--- src/rtl/smb_pec_pkg.sv ---
package smb_pec_pkg;

   localparam int CRC_W = 8;

   typedef logic [CRC_W-1:0] crc_t;

   // One byte folded into the CRC, whole byte xored in first, then 8 shifts.
   function automatic crc_t crc8_step(input crc_t c_in, input crc_t d_in, input crc_t poly);
      crc_t c;
      c = c_in ^ d_in;
      for (int k = 0; k < CRC_W; k++) begin
         if (c[CRC_W-1]) c = (c << 1) ^ poly;
         else            c = c << 1;
      end
      return c;
   endfunction

endpackage

--- src/rtl/smb_pec_crc8.sv ---
module smb_pec_crc8
   import smb_pec_pkg::*;
#(
   parameter logic [7:0] POLY = 8'h07,
   parameter int         IMPL = 0      // 0: bitwise loop, 1: 256-entry table
) (
   input  logic clk,
   input  logic rst_n,
   input  logic clr_i,
   input  logic upd_i,
   input  crc_t byte_i,
   output crc_t crc_o,
   output crc_t nxt_o
);

   localparam int TBL_N = 1 << CRC_W;

   crc_t crc_q;

   initial begin
      assert (IMPL == 0 || IMPL == 1) else $error("IMPL must be 0 or 1");
      assert (POLY[0] == 1'b1) else $error("POLY must have its x^0 term");
   end

   generate
      if (IMPL == 0) begin : g_loop
         assign nxt_o = crc8_step(crc_q, byte_i, POLY);
      end else begin : g_table
         crc_t tbl [TBL_N];
         always_comb begin
            for (int i = 0; i < TBL_N; i++)
               tbl[i] = crc8_step('0, crc_t'(i), POLY);
         end
         assign nxt_o = tbl[crc_q ^ byte_i];
      end
   endgenerate

   always_ff @(posedge clk or negedge rst_n) begin
      if (!rst_n)      crc_q <= '0;
      else if (clr_i)  crc_q <= '0;
      else if (upd_i)  crc_q <= nxt_o;
   end

   assign crc_o = crc_q;

   // the CRC moves only on an update or a clear
   assert_crc_hold_R2: assert property (@(posedge clk) disable iff (!rst_n)
      (!clr_i && !upd_i) |=> $stable(crc_q));

   // a clear always lands on zero
   assert_crc_clear_R4: assert property (@(posedge clk) disable iff (!rst_n)
      clr_i |=> (crc_q == '0));

endmodule

--- src/rtl/smb_pec_count.sv ---
module smb_pec_count #(
   parameter int W = 9
) (
   input  logic         clk,
   input  logic         rst_n,
   input  logic         clr_i,
   input  logic         inc_i,
   output logic [W-1:0] cnt_o
);

   localparam logic [W-1:0] CNT_MAX = {W{1'b1}};

   logic [W-1:0] cnt_q;

   initial begin
      assert (W >= 1 && W <= 16) else $error("counter width out of range");
   end

   always_ff @(posedge clk or negedge rst_n) begin
      if (!rst_n)                        cnt_q <= '0;
      else if (clr_i)                    cnt_q <= '0;
      else if (inc_i && cnt_q != CNT_MAX) cnt_q <= cnt_q + 1'b1;
   end

   assign cnt_o = cnt_q;

   // the count never wraps from its ceiling
   assert_cnt_no_wrap_R9: assert property (@(posedge clk) disable iff (!rst_n)
      (cnt_q == CNT_MAX && !clr_i) |=> (cnt_q == CNT_MAX));

   // a clear always returns the count to zero
   assert_cnt_clear_R4: assert property (@(posedge clk) disable iff (!rst_n)
      clr_i |=> (cnt_q == '0));

endmodule

--- src/rtl/smb_pec_engine.sv ---
module smb_pec_engine
   import smb_pec_pkg::*;
#(
   parameter int         SIZE_W   = 9,
   parameter logic [7:0] POLY     = 8'h07,
   parameter int         CRC_IMPL = 0
) (
   input  logic              clk,
   input  logic              rst_n,
   input  logic              pec_en,
   input  logic              pec_tx_en,
   input  logic [SIZE_W-1:0] size_i,
   input  logic              start_i,
   input  logic              stop_i,
   input  logic              rx_i,
   input  logic              byte_vld_i,
   input  logic              addr_i,
   input  logic [7:0]        byte_i,
   output logic [7:0]        crc_o,
   output logic              pec_req_o,
   output logic              done_o,
   output logic              err_o
);

   logic              clr_frame;   // clears count and CRC
   logic              clr_flags;   // clears done and error
   logic              take;        // byte accepted this cycle
   logic              in_phase;
   logic              seen_q;
   logic              done_q;
   logic              err_q;
   logic [SIZE_W-1:0] cnt;
   crc_t              crc_nxt;

   initial begin
      assert (SIZE_W >= 1 && SIZE_W <= 16) else $error("SIZE_W out of range");
   end

   assign clr_frame = start_i | stop_i | !pec_en;
   assign clr_flags = start_i | !pec_en;
   assign take      = byte_vld_i && !clr_frame && !done_q;
   assign in_phase  = seen_q && pec_tx_en && (cnt == size_i) && !done_q;

   smb_pec_crc8 #(.POLY(POLY), .IMPL(CRC_IMPL)) i_crc (
      .clk    (clk),
      .rst_n  (rst_n),
      .clr_i  (clr_frame),
      .upd_i  (take),
      .byte_i (byte_i),
      .crc_o  (crc_o),
      .nxt_o  (crc_nxt)
   );

   smb_pec_count #(.W(SIZE_W)) i_cnt (
      .clk   (clk),
      .rst_n (rst_n),
      .clr_i (clr_frame),
      .inc_i (take && !addr_i && !in_phase),
      .cnt_o (cnt)
   );

   always_ff @(posedge clk or negedge rst_n) begin
      if (!rst_n) begin
         seen_q <= 1'b0;
      end else if (clr_frame) begin
         seen_q <= 1'b0;
      end else if (take && addr_i) begin
         seen_q <= 1'b1;
      end
   end

   always_ff @(posedge clk or negedge rst_n) begin
      if (!rst_n) begin
         done_q <= 1'b0;
         err_q  <= 1'b0;
      end else if (clr_flags) begin
         done_q <= 1'b0;
         err_q  <= 1'b0;
      end else if (take && !addr_i && in_phase) begin
         done_q <= 1'b1;
         err_q  <= rx_i && (crc_nxt != '0);
      end
   end

   assign pec_req_o = in_phase && !rx_i;
   assign done_o    = done_q;
   assign err_o     = err_q;

   // an error is only ever reported together with done
   assert_err_needs_done_R7: assert property (@(posedge clk) disable iff (!rst_n)
      err_o |-> done_o);

   // done rises only in response to a byte
   assert_done_on_byte_R6: assert property (@(posedge clk) disable iff (!rst_n)
      $rose(done_o) |-> $past(byte_vld_i));

   // no send request once the PEC phase has finished
   assert_req_after_done_R6: assert property (@(posedge clk) disable iff (!rst_n)
      done_o |-> !pec_req_o);

   // disabling clears CRC and flags
   assert_disable_clears_R3: assert property (@(posedge clk) disable iff (!rst_n)
      !pec_en |=> (crc_o == 8'h00 && !done_o && !err_o));

   // CRC frozen while done, unless the frame is cleared
   assert_frozen_done_R8: assert property (@(posedge clk) disable iff (!rst_n)
      (done_o && !clr_frame) |=> $stable(crc_o));

   // a STOP alone keeps done
   assert_done_kept_R11: assert property (@(posedge clk) disable iff (!rst_n)
      (done_o && !clr_flags) |=> done_o);

endmodule

--- config.mk ---
export PLATFORM = sky130hd
export DESIGN_NAME = smb_pec_engine
export DESIGN_NICKNAME = d
export VERILOG_FILES = /design/src/rtl/smb_pec_pkg.sv /design/src/rtl/smb_pec_crc8.sv /design/src/rtl/smb_pec_count.sv /design/src/rtl/smb_pec_engine.sv
export SDC_FILE = /design/constraint.sdc
export NUM_CORES = 1
export LEC_CHECK = 0
export ABC_CLOCK_PERIOD_IN_PS = 3810
export BUFFER_PORTS_ARGS = -buffer_cell sky130_fd_sc_hd__buf_4
export CAP_MARGIN = 15
export CORE_MARGIN = 2
export CORE_UTILIZATION = 26
export DETAILED_ROUTE_END_ITERATION = 10
export GPL_ROUTABILITY_DRIVEN = 0
export PLACE_DENSITY = 0.52
export SLEW_MARGIN = 20
export SYNTH_ARGS = -nofsm -noshare
export SYNTH_HDL_FRONTEND = slang
export SYNTH_SLANG_ARGS = --single-unit
--- constraint.sdc ---
create_clock -name clk -period 3.81 [get_ports clk]
set_clock_uncertainty 0.1 [all_clocks]
set_input_delay 0.762 -clock clk [delete_from_list [all_inputs] [get_ports clk]]
set_output_delay 0.762 -clock clk [all_outputs]
set_load 0.03 [all_outputs]
==> flow_metrics.py <==
metrics = {
    "status": {
        "outcome": "complete, no violations",
    },
    "sta": {
        "holdWs_ns": 0.268,
        "final_period_minus_worst_setup_slack_ns": 2.68,
        "finalWorstSetupSlack_ns": 1.13,
        "fin_crit_sh": 0.703,
        "timing.max_slew.rel_slack": 0.559,
        "maxClockFrequency_ghz": 0.373,
        "timing.setup.tns_ns": 0,
        "setup_viol": 0,
        "worst-slew-pin-transition_ns": 0.658,
        "timing_hold_violations_final": 0,
        "timing_max_transition_violations_final": 0,
        "rsz_0062_raised_after_global_routing": "false",
    },
    "synthesis": {
        "postSynthAreaPerCell_sq_um": 10.2,
        "synth_top_flop_cell": "dfrtp_1",
        "post_synth_inst_count": 142,
        "synth_enable_flop_cells": 0,
        "sequential_cell_area_fraction_in_the_yosys_report": 0.345,
        "cell_area_synth_sq_um": 1450,
        "synthArstFlopShare": 1.00,
        "synthDominantCellAreaShare": 0.345,
        "syn-num-nets": 171,
        "yosysWarningCount": 0,
        "synth_seq_cells": 20,
        "post_synth_main_area_contributors": "dfrtp_1 (35%), xnor2_1 (14%), xnor3_1 (6.2%)",
        "synth.largest_area_cell": "dfrtp_1",
        "synthDistinctLibCells": 37,
    },
    "clocking": {
        "clkLatencyLatePin_ns": 0.26,
        "cts.root.buffer_cell": "clkbuf_8",
        "postCtsHoldBufs": 0,
        "cts_num_sinks": 20,
        "post-cts-setup-buffer-count": 0,
        "post_cts.resized_instances": 0,
        "numCtsBuffers": 3,
        "ctsHtreeMaxLevel": 1,
        "tritoncts": "yes",
        "clockBufferDepth": 2,
        "clk_pin_slew_ns": 0.08,
    },
    "critical_path": {
        "worst-endpoint-required_ns": 2.95,
        "type_of_destination_of_the_critical_path": "primary output",
        "critPathMaxFanout": 3,
        "worstPathArrival_ns": 1.82,
        "criticalPathCategory": "primary input to primary output",
        "crit_path_start_kind": "primary input",
    },
    "route": {
        "first_iter_violations": 30,
        "antenna_left": 0,
        "drt-total-wl_um": 3230,
        "route.detailed.vias_per_inst": 4.59,
        "route.vias.total": 1148,
        "wire_per_inst_um": 12.9,
        "remaining_drc_errors": 0,
        "firstDrtPassIters": 4,
    },
    "global_routing": {
        "grt_overflow_total": 0,
        "antenna_found_initial": 0,
        "busiest_layer": "met2",
        "first_global_vias": 1132,
        "grt_start_max_net_pins": 21,
        "groute.layer.met1.usage": 0.150,
        "globalRouteTotalUtil": 0.112,
        "grt_first_pass_wirelength_um": 5490,
        "groute.layer.met3.usage": 0.0207,
        "global_route.usage.met2": 0.186,
    },
    "flow_run": {
        "number_of_max_cap_violations": 0,
    },
    "floorplanning": {
        "die_width_um": 78.7,
        "floorplan.die_area_sq_um": 6190,
        "die_h_um": 78.7,
        "coreArea_sq_um": 5440,
        "initial_standard_cell_utilization_of_the_core": 0.266,
        "ios": 37,
        "rows": 27,
    },
    "placed_design": {
        "hpwl_um": 2550,
        "io_buffers": 36,
        "post_dp_cell_area_sq_um": 1790,
        "dp_cells": 246,
        "dpl_worst_slack_ns": 0.959,
    },
    "power_and_ir_drop": {
        "power_density_normalized_to_cell_area_nw_per_um2": 306,
        "final_total_pwr_mw": 0.569,
        "ir_worst_vdd_v": 0.000211,
        "leakage_power_summed_over_all_cells_nw": 0.829,
    },
    "min_path": {
        "min_path_type": "primary input to asynchronous set/reset pin",
    },
    "cells_and_area": {
        "layout-area-overhead-vs-synth_pct": 28.2,
        "drive_gt1_frac": 0.264,
        "stdcell_count": 250,
        "layout.cells.most_common": "buf_4",
        "utilization": 0.342,
        "final_cell_area_sq_um": 1860,
        "num-nets-final": 208,
        "antennaDiodeCount": 0,
        "most-common-layout-cells": "buf_4 (36), xnor2_1 (23), dfrtp_1 (20)",
    },
}
==> sequential cells by signal, indices dropped and copies added (netlist names) <==
name         cells
i_cnt.cnt_o      9
err_o            1
i_crc.crc_o      8
done_o           1
seen_q           1
==> power breakdown <==
part	switching, mW	internal (mW)	leakage [nW]
Clock	0.0730	0.140	0.0357
Sequential	0.00425	0.215	0.278
Combinational	0.0653	0.0709	0.515
Total	0.143	0.426	0.829
==> logic make-up (layout without fill, tap and decap cells) <==
logic type / count (synthesis) / in the layout / synth area share
muxes: 2 / 2 / 0.0138
DFF: 20 / 20 / 0.345
adders and majority gates: 3 / 3 / 0.0259
and+or+nand+nor: 57 / 57 / 0.218
buffers and inverters: 5 / 41 / 0.0181
xor gates and xnor gates: 35 / 35 / 0.281
AOI/OAI and AO/OA: 20 / 20 / 0.0976
==> final timing paths <==
check	from	to	cells after the start	slack [ns]
worst max-delay path	size_i[4]	pec_req_o	5	1.13
min in group clk	err_o	err_o	2	0.42
worst min register to register	err_o	err_o	2	0.42
worst max register to register	i_cnt.cnt_o[0]	i_cnt.cnt_o[7]	9	1.37
max in group asynchronous	rst_n	i_crc.crc_o[0]	1	3.12
worst min-delay path	rst_n	i_cnt.cnt_o[0]	1	0.27
==> layer usage <==
metal / routed length (um) / vias to the layer above
met1: 1530 / 534
met3: 116 / 4
met2: 1560 / 33
li1: - / 577
met4: 29 / 0
met5: 0 / -
==> cell type report <==
| cell class | instances | area [sq um] |
|---|---|---|
| clock buffer | 3 | 41.3 |
| fill | 583 | 3580 |
| sequential | 20 | 500 |
| timing repair buffer | 36 | 270 |
| clock inverter | 1 | 30.0 |
| tap | 72 | 90.1 |
| inverter | 1 | 3.75 |
| multi-input combinational | 117 | 922 |
==> synthesized netlist by cell type (2+ instances only) <==
library cell,number
nor2b_1,2
clkbuf_1,3
and3_1,4
ha_1,3
a21oi_1,6
nand2_1,12
xnor3_1,4
a211oi_1,2
mux2i_1,2
xnor2_1,23
nand4_1,6
nor3_1,2
and4_1,3
o21ai_0,3
dfrtp_1,20
nand3_1,2
o31ai_1,3
nor2_1,15
a21o_1,2
xnor2_2,4
xor2_1,3
or4_1,3
==> worst max-delay path, cell delays in order <==
cell	delay [ns]
buf_4	0.11
xnor2_1	0.18
nand4_1	0.22
nor4_1	0.33
buf_4	0.21
Power figures use the tool's default switching activity.
